==> config.mk <==
export PLATFORM = sky130hd
export DESIGN_NAME = tile_blit_engine
export DESIGN_NICKNAME = d
export VERILOG_FILES = /design/src/rtl/tile_blit_pkg.sv /design/src/rtl/tile_blit_ctrl.sv /design/src/rtl/tile_blit_datapath.sv /design/src/rtl/tile_blit_engine.sv
export SDC_FILE = /design/constraint.sdc
export NUM_CORES = 2
export LEC_CHECK = 0
export ABC_AREA = 1
export CAP_MARGIN = 20
export CORE_ASPECT_RATIO = 1.2
export CORE_MARGIN = 2
export CORE_UTILIZATION = 35
export CTS_BUF_LIST = sky130_fd_sc_hd__clkbuf_16
export CTS_CLUSTER_DIAMETER = 200
export DETAILED_ROUTE_END_ITERATION = 6
export DONT_BUFFER_PORTS = 1
export SKIP_LAST_GASP = 1
export SYNTH_ARGS = -nofsm -noshare
export SYNTH_HDL_FRONTEND = slang
export SYNTH_SLANG_ARGS = --single-unit
==> constraint.sdc <==
create_clock -name clk -period 13.2 [get_ports clk]
set_input_delay 2.64 -clock clk [delete_from_list [all_inputs] [get_ports clk]]
set_output_delay 2.64 -clock clk [all_outputs]
set_load 0.02 [all_outputs]
==> src/rtl/tile_blit_pkg.sv <==
package tile_blit_pkg;

  typedef enum logic [2:0] {S_IDLE, S_READ, S_WAIT, S_WRITE, S_DONE} blitState_e;

  typedef struct packed {
    logic load;
    logic accum;
    logic wrIssue;
  } ctlStrobe_t;

  function automatic logic [2:0] fmtBytes(logic [2:0] f);
    case (f)
      3'd0:    return 3'd4;
      3'd1:    return 3'd3;
      default: return 3'd2;
    endcase
  endfunction

  function automatic logic [7:0] widen5(logic [4:0] v);
    return {v, v[4:2]};
  endfunction

  function automatic logic [7:0] widen6(logic [5:0] v);
    return {v, v[5:4]};
  endfunction

  // returns {r,g,b,a}
  function automatic logic [31:0] decodePix(logic [2:0] f, logic [31:0] w);
    case (f)
      3'd0:    return w;
      3'd1:    return {w[23:0], 8'hFF};
      3'd3:    return {widen5(w[15:11]), widen5(w[10:6]), widen5(w[5:1]), {8{w[0]}}};
      3'd4:    return {w[15:12], w[15:12], w[11:8], w[11:8], w[7:4], w[7:4], w[3:0], w[3:0]};
      default: return {widen5(w[15:11]), widen6(w[10:5]), widen5(w[4:0]), 8'hFF};
    endcase
  endfunction

  function automatic logic [31:0] encodePix(logic [2:0] f, logic [31:0] c);
    case (f)
      3'd0:    return c;
      3'd1:    return {8'h00, c[31:8]};
      3'd3:    return {16'h0, c[31:27], c[23:19], c[15:11], c[7]};
      3'd4:    return {16'h0, c[31:28], c[23:20], c[15:12], c[7:4]};
      default: return {16'h0, c[31:27], c[23:18], c[15:11]};
    endcase
  endfunction

  // pixel offset of (px,py) inside a row of 8x8 Morton tiles
  function automatic logic [31:0] mortonOff(logic [31:0] px, logic [31:0] py);
    return ((px >> 3) << 6) | {26'd0, py[2], px[2], py[1], px[1], py[0], px[0]};
  endfunction

endpackage

==> src/rtl/tile_blit_ctrl.sv <==
module tile_blit_ctrl
  import tile_blit_pkg::*;
(
  input  logic       clk,
  input  logic       rst_n,
  input  logic       start,
  input  logic       lastSample,
  input  logic       lastUnit,
  input  logic       emptyNow,
  input  logic       rejectNow,
  output ctlStrobe_t ctl,
  output logic       memRdEn,
  output logic       memWrEn,
  output logic       busy,
  output logic       doneIrq,
  output logic       cfgError
);

  blitState_e state;

  always_ff @(posedge clk or negedge rst_n) begin
    if (!rst_n) begin
      state    <= S_IDLE;
      cfgError <= 1'b0;
    end else begin
      case (state)
        S_IDLE: if (start) begin
          if (rejectNow) cfgError <= 1'b1;
          else begin
            cfgError <= 1'b0;
            state    <= emptyNow ? S_DONE : S_READ;
          end
        end
        S_READ:  state <= S_WAIT;
        S_WAIT:  state <= lastSample ? S_WRITE : S_READ;
        S_WRITE: state <= lastUnit ? S_DONE : S_READ;
        default: state <= S_IDLE;
      endcase
    end
  end

  always_comb begin
    ctl.load    = (state == S_IDLE) && start && !rejectNow;
    ctl.accum   = (state == S_WAIT);
    ctl.wrIssue = (state == S_WRITE);
    memRdEn     = (state == S_READ);
    memWrEn     = (state == S_WRITE);
    busy        = (state != S_IDLE);
    doneIrq     = (state == S_DONE);
  end

  assert_quiet_idle_R1: assert property (@(posedge clk) disable iff (!rst_n)
    !busy |-> (!memRdEn && !memWrEn));

  assert_refused_start_R9: assert property (@(posedge clk) disable iff (!rst_n)
    (start && !busy && rejectNow) |=> (!busy && cfgError));

  assert_irq_single_R10: assert property (@(posedge clk) disable iff (!rst_n)
    doneIrq |=> !doneIrq);

  assert_irq_ends_busy_R10: assert property (@(posedge clk) disable iff (!rst_n)
    doneIrq |=> !busy);

  assert_empty_done_R11: assert property (@(posedge clk) disable iff (!rst_n)
    (start && !busy && !rejectNow && emptyNow) |=> doneIrq);

endmodule

==> src/rtl/tile_blit_datapath.sv <==
module tile_blit_datapath
  import tile_blit_pkg::*;
#(
  parameter int ADDR_W = 32,
  parameter int DIM_W  = 10
) (
  input  logic              clk,
  input  logic              rst_n,
  input  ctlStrobe_t        ctl,
  input  logic [ADDR_W-1:0] srcAddr,
  input  logic [ADDR_W-1:0] dstAddr,
  input  logic [DIM_W-1:0]  inWidth,
  input  logic [DIM_W-1:0]  outWidth,
  input  logic [DIM_W-1:0]  outHeight,
  input  logic [2:0]        inFmt,
  input  logic [2:0]        outFmt,
  input  logic [1:0]        scaleMode,
  input  logic              flipV,
  input  logic              tiledOut,
  input  logic              rawCopy,
  input  logic [31:0]       memRdData,
  output logic [ADDR_W-1:0] memRdAddr,
  output logic [ADDR_W-1:0] memWrAddr,
  output logic [31:0]       memWrData,
  output logic [2:0]        memWrBytes,
  output logic              lastSample,
  output logic              lastUnit,
  output logic              emptyNow,
  output logic              rejectNow
);

  localparam int ACC_W = 10;

  logic [31:0]      srcBase, dstBase, rawOff, rawWord;
  logic [DIM_W-1:0] inW, oW, oH, x, y;
  logic [2:0]       inFmtR, outFmtR;
  logic [1:0]       scaleR, k;
  logic             flipR, tiledR, rawR;
  logic [ACC_W-1:0] acc [4];

  // start-time decisions, taken from the ports
  logic hsNow, vsNow;
  assign hsNow     = scaleMode != 2'd0;
  assign vsNow     = scaleMode == 2'd2;
  assign rejectNow = (scaleMode == 2'd3) || (tiledOut && hsNow);
  assign emptyNow  = ((outWidth >> hsNow) == '0) || ((outHeight >> vsNow) == '0);

  // geometry of the current pixel
  logic        hs, vs;
  logic [31:0] bi, bo, xx, inX, inY, yOut, oW32, inW32, srcOff, dstOff, rawTotal, rawLeft;
  logic [31:0] color, sampleCol;
  assign hs    = scaleR != 2'd0;
  assign vs    = scaleR == 2'd2;
  assign bi    = 32'(fmtBytes(inFmtR));
  assign bo    = 32'(fmtBytes(outFmtR));
  assign xx    = 32'(x);
  assign oW32  = 32'(oW);
  assign inW32 = 32'(inW);
  assign inX   = xx << hs;
  assign inY   = 32'(y) << vs;
  assign yOut  = flipR ? (32'(oH) - 32'd1 - 32'(y)) : 32'(y);

  always_comb begin
    if (tiledR) begin
      srcOff = (inX + inY * inW32) * bi;
      dstOff = (mortonOff(xx, yOut) + (yOut & ~32'd7) * oW32) * bo;
    end else begin
      srcOff = (mortonOff(inX, inY) + (inY & ~32'd7) * inW32) * bi;
      dstOff = (xx + yOut * oW32) * bo;
    end
  end

  assign rawTotal = oW32 * 32'(oH) * bo;
  assign rawLeft  = rawTotal - rawOff;

  for (genvar c = 0; c < 4; c++) begin : g_avg
    assign color[31-8*c -: 8] = 8'(acc[c] >> scaleR);
  end

  assign sampleCol  = decodePix(inFmtR, memRdData);
  assign memRdAddr  = ADDR_W'(srcBase + (rawR ? rawOff : srcOff + 32'(k) * bi));
  assign memWrAddr  = ADDR_W'(dstBase + (rawR ? rawOff : dstOff));
  assign memWrData  = rawR ? rawWord : encodePix(outFmtR, color);
  assign memWrBytes = rawR ? ((rawLeft >= 32'd4) ? 3'd4 : rawLeft[2:0]) : bo[2:0];
  assign lastSample = rawR || (k == (vs ? 2'd3 : {1'b0, hs}));
  assign lastUnit   = rawR ? (rawOff + 32'd4 >= rawTotal)
                           : ((x == oW - 1'b1) && (y == oH - 1'b1));

  always_ff @(posedge clk or negedge rst_n) begin
    if (!rst_n) begin
      srcBase <= '0; dstBase <= '0; rawOff <= '0; rawWord <= '0;
      inW <= '0; oW <= '0; oH <= '0; x <= '0; y <= '0; k <= '0;
      inFmtR <= '0; outFmtR <= '0; scaleR <= '0;
      flipR <= 1'b0; tiledR <= 1'b0; rawR <= 1'b0;
      for (int c = 0; c < 4; c++) acc[c] <= '0;
    end else if (ctl.load) begin
      srcBase <= 32'(srcAddr); dstBase <= 32'(dstAddr);
      inW <= inWidth; oW <= outWidth >> hsNow; oH <= outHeight >> vsNow;
      inFmtR <= inFmt; outFmtR <= outFmt; scaleR <= scaleMode;
      flipR <= flipV; tiledR <= tiledOut; rawR <= rawCopy;
      x <= '0; y <= '0; k <= '0; rawOff <= '0;
      for (int c = 0; c < 4; c++) acc[c] <= '0;
    end else if (ctl.accum) begin
      rawWord <= memRdData;
      k <= k + 2'd1;
      for (int c = 0; c < 4; c++) acc[c] <= acc[c] + ACC_W'(sampleCol[31-8*c -: 8]);
    end else if (ctl.wrIssue) begin
      k <= '0;
      for (int c = 0; c < 4; c++) acc[c] <= '0;
      rawOff <= rawOff + 32'd4;
      if (x == oW - 1'b1) begin
        x <= '0;
        y <= y + 1'b1;
      end else begin
        x <= x + 1'b1;
      end
    end
  end

  assert_chunk_size_R8: assert property (@(posedge clk) disable iff (!rst_n)
    ctl.wrIssue |-> (memWrBytes >= 3'd1 && memWrBytes <= 3'd4));

  assert_pixel_in_frame_R3: assert property (@(posedge clk) disable iff (!rst_n)
    (ctl.wrIssue && !rawR) |-> (x < oW && y < oH));

endmodule

==> src/rtl/tile_blit_engine.sv <==
module tile_blit_engine
  import tile_blit_pkg::*;
#(
  parameter int ADDR_W = 32,
  parameter int DIM_W  = 10
) (
  input  logic              clk,
  input  logic              rst_n,
  input  logic              start,
  input  logic [ADDR_W-1:0] srcAddr,
  input  logic [ADDR_W-1:0] dstAddr,
  input  logic [DIM_W-1:0]  inWidth,
  input  logic [DIM_W-1:0]  outWidth,
  input  logic [DIM_W-1:0]  outHeight,
  input  logic [2:0]        inFmt,
  input  logic [2:0]        outFmt,
  input  logic [1:0]        scaleMode,
  input  logic              flipV,
  input  logic              tiledOut,
  input  logic              rawCopy,
  output logic              memRdEn,
  output logic [ADDR_W-1:0] memRdAddr,
  input  logic [31:0]       memRdData,
  output logic              memWrEn,
  output logic [ADDR_W-1:0] memWrAddr,
  output logic [31:0]       memWrData,
  output logic [2:0]        memWrBytes,
  output logic              busy,
  output logic              doneIrq,
  output logic              cfgError
);

  ctlStrobe_t ctl;
  logic lastSample, lastUnit, emptyNow, rejectNow;

  tile_blit_ctrl u_ctrl (
    .clk(clk), .rst_n(rst_n), .start(start),
    .lastSample(lastSample), .lastUnit(lastUnit),
    .emptyNow(emptyNow), .rejectNow(rejectNow),
    .ctl(ctl), .memRdEn(memRdEn), .memWrEn(memWrEn),
    .busy(busy), .doneIrq(doneIrq), .cfgError(cfgError)
  );

  tile_blit_datapath #(.ADDR_W(ADDR_W), .DIM_W(DIM_W)) u_dp (
    .clk(clk), .rst_n(rst_n), .ctl(ctl),
    .srcAddr(srcAddr), .dstAddr(dstAddr), .inWidth(inWidth),
    .outWidth(outWidth), .outHeight(outHeight),
    .inFmt(inFmt), .outFmt(outFmt), .scaleMode(scaleMode),
    .flipV(flipV), .tiledOut(tiledOut), .rawCopy(rawCopy),
    .memRdData(memRdData), .memRdAddr(memRdAddr), .memWrAddr(memWrAddr),
    .memWrData(memWrData), .memWrBytes(memWrBytes),
    .lastSample(lastSample), .lastUnit(lastUnit),
    .emptyNow(emptyNow), .rejectNow(rejectNow)
  );

endmodule

* Yosys cells after proc, flatten, opt, wreduce, memory -nomap -nowiden
Cells that the tools add are included.
** Storage, ports and cells
- Register bits :: 235
- Bits of input ports :: 140
- Output and inout bits :: 104
- Logic and storage cells :: 147
** Operators by class
- Add/subtract/negate cells :: 20
- Multiply operators :: 11
- Magnitude comparators :: 2
- Equal/unequal tests :: 19
- Shifts and indexed selects :: 8
- Mux-type cells :: 38
- Bitwise gates (word level) :: 3
- Reductions and logical operators :: 24
** Operators with widths (count)
- two-way mux 32 bit :: 9
- one-hot mux 32 bit (4 select lines) :: 2
- adder 32 bit :: 6
- multiplier 32 x 3 -> 32 bit :: 5
- two-way mux 40 bit :: 3
- two-way mux 10 bit :: 8
- multiplier 32 x 10 -> 32 bit :: 2
- left shift 10 x 1 -> 32 bit :: 2
- multiplier 29 x 10 -> 29 bit :: 2
- adder 10 x 8 -> 10 bit :: 4
- right shift 10 x 2 -> 8 bit :: 4
- adder 10 x 32 -> 32 bit :: 1
- adder 32 x 3 -> 32 bit (second input constant) :: 1
- >= comparator 32 x 3 -> 1 bit (second input constant) :: 1
- >= comparator 32 bit :: 1
- bitwise OR 32 x 6 -> 32 bit :: 1
- subtractor 32 x 10 -> 32 bit :: 1
- subtractor 32 bit :: 1
- adder 10 x 1 -> 10 bit (second input constant) :: 2
- equality test 10 bit :: 2
- zero test 10 bit :: 2
- multiplier 10 x 10 -> 20 bit :: 1
- right shift 10 x 1 -> 10 bit :: 2
- subtractor 10 x 1 -> 10 bit (second input constant) :: 2
- 25 further kinds :: 60

* Longest topological paths before layout
- Depth in word-level cells :: 9
- Depth in mapped cells :: 73
- Gate-level depth less buffers :: 73

* Modules after synthesis
A second synthesis with hierarchy kept.
** Unflattened totals
- Cells, all modules :: 7522
- Area total of the unflattened synthesis :: 50761.2 um2
** Modules (own cells, without submodules)
- tile_blit_datapath :: times used 1, cells an instance 7487, area each 50482.2 um2, seq. area each 5730.5 um2
- tile_blit_ctrl :: times used 1, cells an instance 35, area each 279.0 um2, seq. area each 100.1 um2

* Worst setup path before layout
Ideal clock, no wire load.
- Path type :: flip-flop to output port
- From :: reg u_dp.oH[2]
- To :: out memWrAddr[31]
- Arrival :: 11.697 ns
- Required time :: 10.560 ns
- Slack :: -1.137 ns
- Stages on the path, launching flop included :: 69
- Path buffers :: 0
- Cells stage by stage :: dfrtp_1 nor2_1 nand2_1 nor3_1 nand2_1 nor4_1 xor2_1 ha_1 nand2_1 inv_1 a21oi_1 nand3_1 ha_1 nand2_1 inv_1 nand2_1 fa_1 inv_1 (+33 left out) a2111oi_0 o211ai_1 and2_1 nor2_1 o21bai_1 or2_2 nand3_1 nand3_1 nand2_1 ha_1 inv_1 nor4_1 nand2_1 o2111ai_1 xor2_1 inv_1 nand3_1 nand2_1
** On the way
- Word-level cells in the longest chain between the ends :: 9
- Elaborated cells between the ends (all ways) :: 13
- Those cells by class :: add/sub (5); mul (4); mux (3); bitwise (1)
** Ends and longest elaborated chain
- start: declaration :: RTL line tile_blit_datapath.sv:35 : logic [DIM_W-1:0] inW, oW, oH, x, y;
- start signal: assignment :: RTL line tile_blit_datapath.sv:98 : inW <= inWidth; oW <= outWidth >> hsNow; oH <= outHeight >> vsNow;
- subtractor 10 x 1 -> 11 bit (*) :: RTL line tile_blit_datapath.sv:61 : assign yOut = flipR ? (32'(oH) - 32'd1 - 32'(y)) : 32'(y);
- subtractor 32 x 10 -> 32 bit (*) :: RTL line tile_blit_datapath.sv:61
- two-way mux 32 bit (*) :: RTL line tile_blit_datapath.sv:61
- multiplier 32 x 10 -> 32 bit (tied with other cells) :: RTL line tile_blit_datapath.sv:69 : dstOff = (xx + yOut * oW32) * bo;
- adder 10 x 32 -> 32 bit / adder 32 bit (equally long branches) :: RTL line tile_blit_datapath.sv:69, tile_blit_datapath.sv:66
- multiplier 32 x 3 -> 32 bit (on tied branches) :: RTL line tile_blit_datapath.sv:69, tile_blit_datapath.sv:66
- two-way mux 32 bit (*) :: RTL line tile_blit_datapath.sv:64 : if (tiledR) begin
- two-way mux 32 bit (*) :: RTL line tile_blit_datapath.sv:82 : assign memWrAddr = ADDR_W'(dstBase + (rawR ? rawOff : dstOff));
- adder 32 bit (*) :: RTL line tile_blit_datapath.sv:82
- end: declaration :: RTL line tile_blit_engine.sv:25 : output logic [ADDR_W-1:0] memWrAddr,
Every way passes the cells marked *; elsewhere a longest branch is shown, timed or not.

* Worst setup path after layout
- From :: reg u_dp.oH[1]
- To :: out memWrAddr[31]
Same word-level chain as after synthesis.

==> out/results.txt <==
HP Class: reg -> reg
TritonRoute pass-1 iters: 7
status: finished with violations
ANT cells: 0
Synth Area in Compound Gates: 13.4%
antenna violations before repair: 2
dpl hpwl: 157 mm
post-route ant nets: 0
crit-path max FO: 4
XOR/XNOR Fraction of Synth Area: 5.61%
vias: 53994
most common cell after layout, fill and taps aside: nand2_1
fin crit share: 112%
Yosys Warn Count: 0
CP most frequent cell: nand2_2
HP Start: u_dp.rawWord[4]$_DFFE_PN0P_
reg2reg start: u_dp.oW[5]$_DFFE_PN0P_
Slew headroom: 23.4%
Syn Inst Count: 7807
max_cap viols: 0
post-synth top area cell: fa_1
grt total ovfl: 0
Tot GR Track Use: 23.6%
WL final: 189 mm
Placeable Area: 153000 µm²
Worst Path Arrival: 12.09 ns
Syn-to-layout area delta: 25.9%
CP peak stage delay: 0.57 ns
Slowest-stage cell, CP: fa_1
final-stage net count: 10067
clk_skew: 0.0371 ns
count of state elements after synthesis: 233
Via-to-Cell Ratio: 5.00
Final Critical Period: 14.73 ns
achievable frequency: 0.0679 GHz
Placed Cells incl. Taps: 10643
Synth area leaders: fa_1 (21%), ha_1 (14%), nand2_1 (13%), dfrtp_1 (11%), inv_1 (11%)
hold slack: 0.478 ns
Max Slew Vio Count: 0
Initial Util: 35.3%
Net Count, Synth: 9090
combinational family with the most area after synthesis: adder cells
Reg clk slew, reported paths: 0.07 ns
multiplexer area fraction after synthesis: 0.263%
Final Hold Viols: 0
Simple-Gate Fraction of Synth Area: 23.2%
CTS root buffer: clkbuf_16
largest net degree at the start of global routing: 234
Iteration-0 DRC Markers: 3667
DRC violations left: 28
Worst Hold Path EP: u_dp.rawWord[4]$_DFFE_PN0P_
Worst setup SP type: flip-flop
WL per Instance: 17.5 µm
clk buf depth: 3
Post-Syn Area per Cell: 6.89 µm²
CTS Buf Count: 36
Synth cell types: 78
Mapped Area: 53800 µm²
Worst Max-Slew Pin Slew: 1.14 ns
Post-synth EDFFs: 0
sequential area share after synthesis: 10.8%
worst reg2reg path endpoint: u_ctrl.state[2]$_DFFE_PN0P_
area fraction of the dominant cell type after synthesis: 20.5%
height of the die: 434 µm
Critical Path RT: 10.56 ns
pre-CTS setup slack: -1.18 ns
R2R Setup Slk: 4.56 ns
layout cell share with drive strength beyond 1: 20.1%
reg2reg path depth: 43
nature of the critical path endpoint: output pin
most frequent cells in the layout: nand2_1 (1854), inv_1 (1511), buf_4 (1123)
clock sink count: 233
Die Footprint: 157000 µm²
gpl congestion: 0.962
vias in the first global route: 54348
post-synthesis adder-cell area fraction: 34.3%
global-route wire length before repair: 294 mm
CTS tree: yes
RSZ-0062 raised after global routing: yes
setup ws final: -1.53 ns
# rows: 157
worst-skew pair later-pin latency: 0.60 ns
most used flip-flop cell after synthesis: dfrtp_1
failing checks: design-rule violations, negative setup slack
CTS H-Tree Depth: 2
FILL cells: 15514
Top Ports: 244
IO Port Bufs: 0
hold depth: 2
die width: 362 µm
FFs w/ async S/R, synth: 100%
endpoints failing setup: 29
final cell count without fillers: 10797
Post-CTS Hold Buffers: 0
CP Class: reg -> out
## per-layer routing
| metal | global-route usage (%) | wire (µm) | up-vias |
|---|---|---|---|
| met4 | 7.66 | 6600 | 0 |
| met1 | 31.1 | 83900 | 25800 |
| met5 | 0 | 0 | - |
| met2 | 39.9 | 88100 | 1452 |
| li1 | - | - | 26468 |
| met3 | 2.80 | 10600 | 274 |
## sequential cells by signal, indices dropped and copies added, names as in the netlist, 2 cells and up
name,flops
u_ctrl.state,3
u_dp.acc,40
u_dp.dstBase,32
u_dp.inFmtR,3
u_dp.inW,10
u_dp.k,2
u_dp.oH,10
u_dp.oW,10
u_dp.outFmtR,3
u_dp.rawOff,30
u_dp.rawWord,32
u_dp.scaleR,2
u_dp.srcBase,32
u_dp.x,10
u_dp.y,10
## critical path: cells and delay by family, from the launching register on
| kind | cells | cell delay, ns |
|---|---|---|
| adders and majority gates | 12 | 4.77 |
| and+or+nand+nor | 37 | 4.11 |
| AOI/OAI and AO/OA | 6 | 1.09 |
| buffers and inverters | 10 | 0.60 |
| xor gates and xnor gates | 3 | 0.55 |
| DFF | 1 | 0.39 |
## worst max-delay path by stage
stage,start,endpoint,slack (ns),cells after the start
final,u_dp.oH[1]$_DFFE_PN0P_,memWrAddr[31],-1.53,68
after CTS,u_dp.oH[1]$_DFFE_PN0P_,memWrAddr[31],-1.54,69
after global routing,u_dp.oH[1]$_DFFE_PN0P_,memWrAddr[31],-2.29,72
after detailed placement,u_dp.oH[2]$_DFFE_PN0P_,memWrAddr[31],-1.18,59
after global placement,u_dp.oH[1]$_DFFE_PN0P_,memWrAddr[31],-1.11,68
after floorplan,u_dp.oH[2]$_DFFE_PN0P_,memWrAddr[31],-0.28,68
## what timing repair did
item / CTS / global route
resized for setup: 260 / 271
pin swaps: 104 / 93
setup endpoints to repair: 41 / 45
setup buffers: 53 / 41
## kinds of logic (layout without fill, tap and decap cells)
kind of cell	after synthesis	after routing
mux	14	14
fa+ha+maj	1143	1143
flops	233	233
xor+xnor	343	343
compound gates	1261	1261
other cells	2	2
buf+inv	1784	2787
simple gates	3027	3027
## metrics by stage
step | cell area (µm²) | utilization (%) | setup TNS [ns]
floorplan | 54000 | - | -0.286
global placement | 63800 | 41.8 | -11.75
detailed placement | 63800 | 41.8 | -14.56
CTS | 66300 | 43.4 | -23.20
global route | 67800 | 44.4 | -44.63
finish | 67800 | 44.4 | -20.79
## Yosys cell counts, drive strengths merged, types with 81 or more instances
| cell type | n |
|---|---|
| ha | 591 |
| o21ai | 455 |
| inv | 1563 |
| xor2 | 239 |
| o22ai | 81 |
| nor2 | 626 |
| a21oi | 497 |
| nand3 | 230 |
| clkbuf | 166 |
| nand2 | 1936 |
| xnor2 | 104 |
| dfrtp | 233 |
| fa | 552 |
## layout make-up
cell class	instances	area (µm²)	area share, %
clock buffers	36	901	1.33
clock inverters	28	180	0.266
inverters	1569	5910	8.72
multi-input cells	5790	43700	64.4
flip-flops and latches	233	5840	8.61
well taps	1987	2490	3.67
repair buffers	1154	8790	13.0
Power is left out: the tool's default activity adds up to more than one toggle a clock period on the data nets, which glitch-free logic cannot reach.
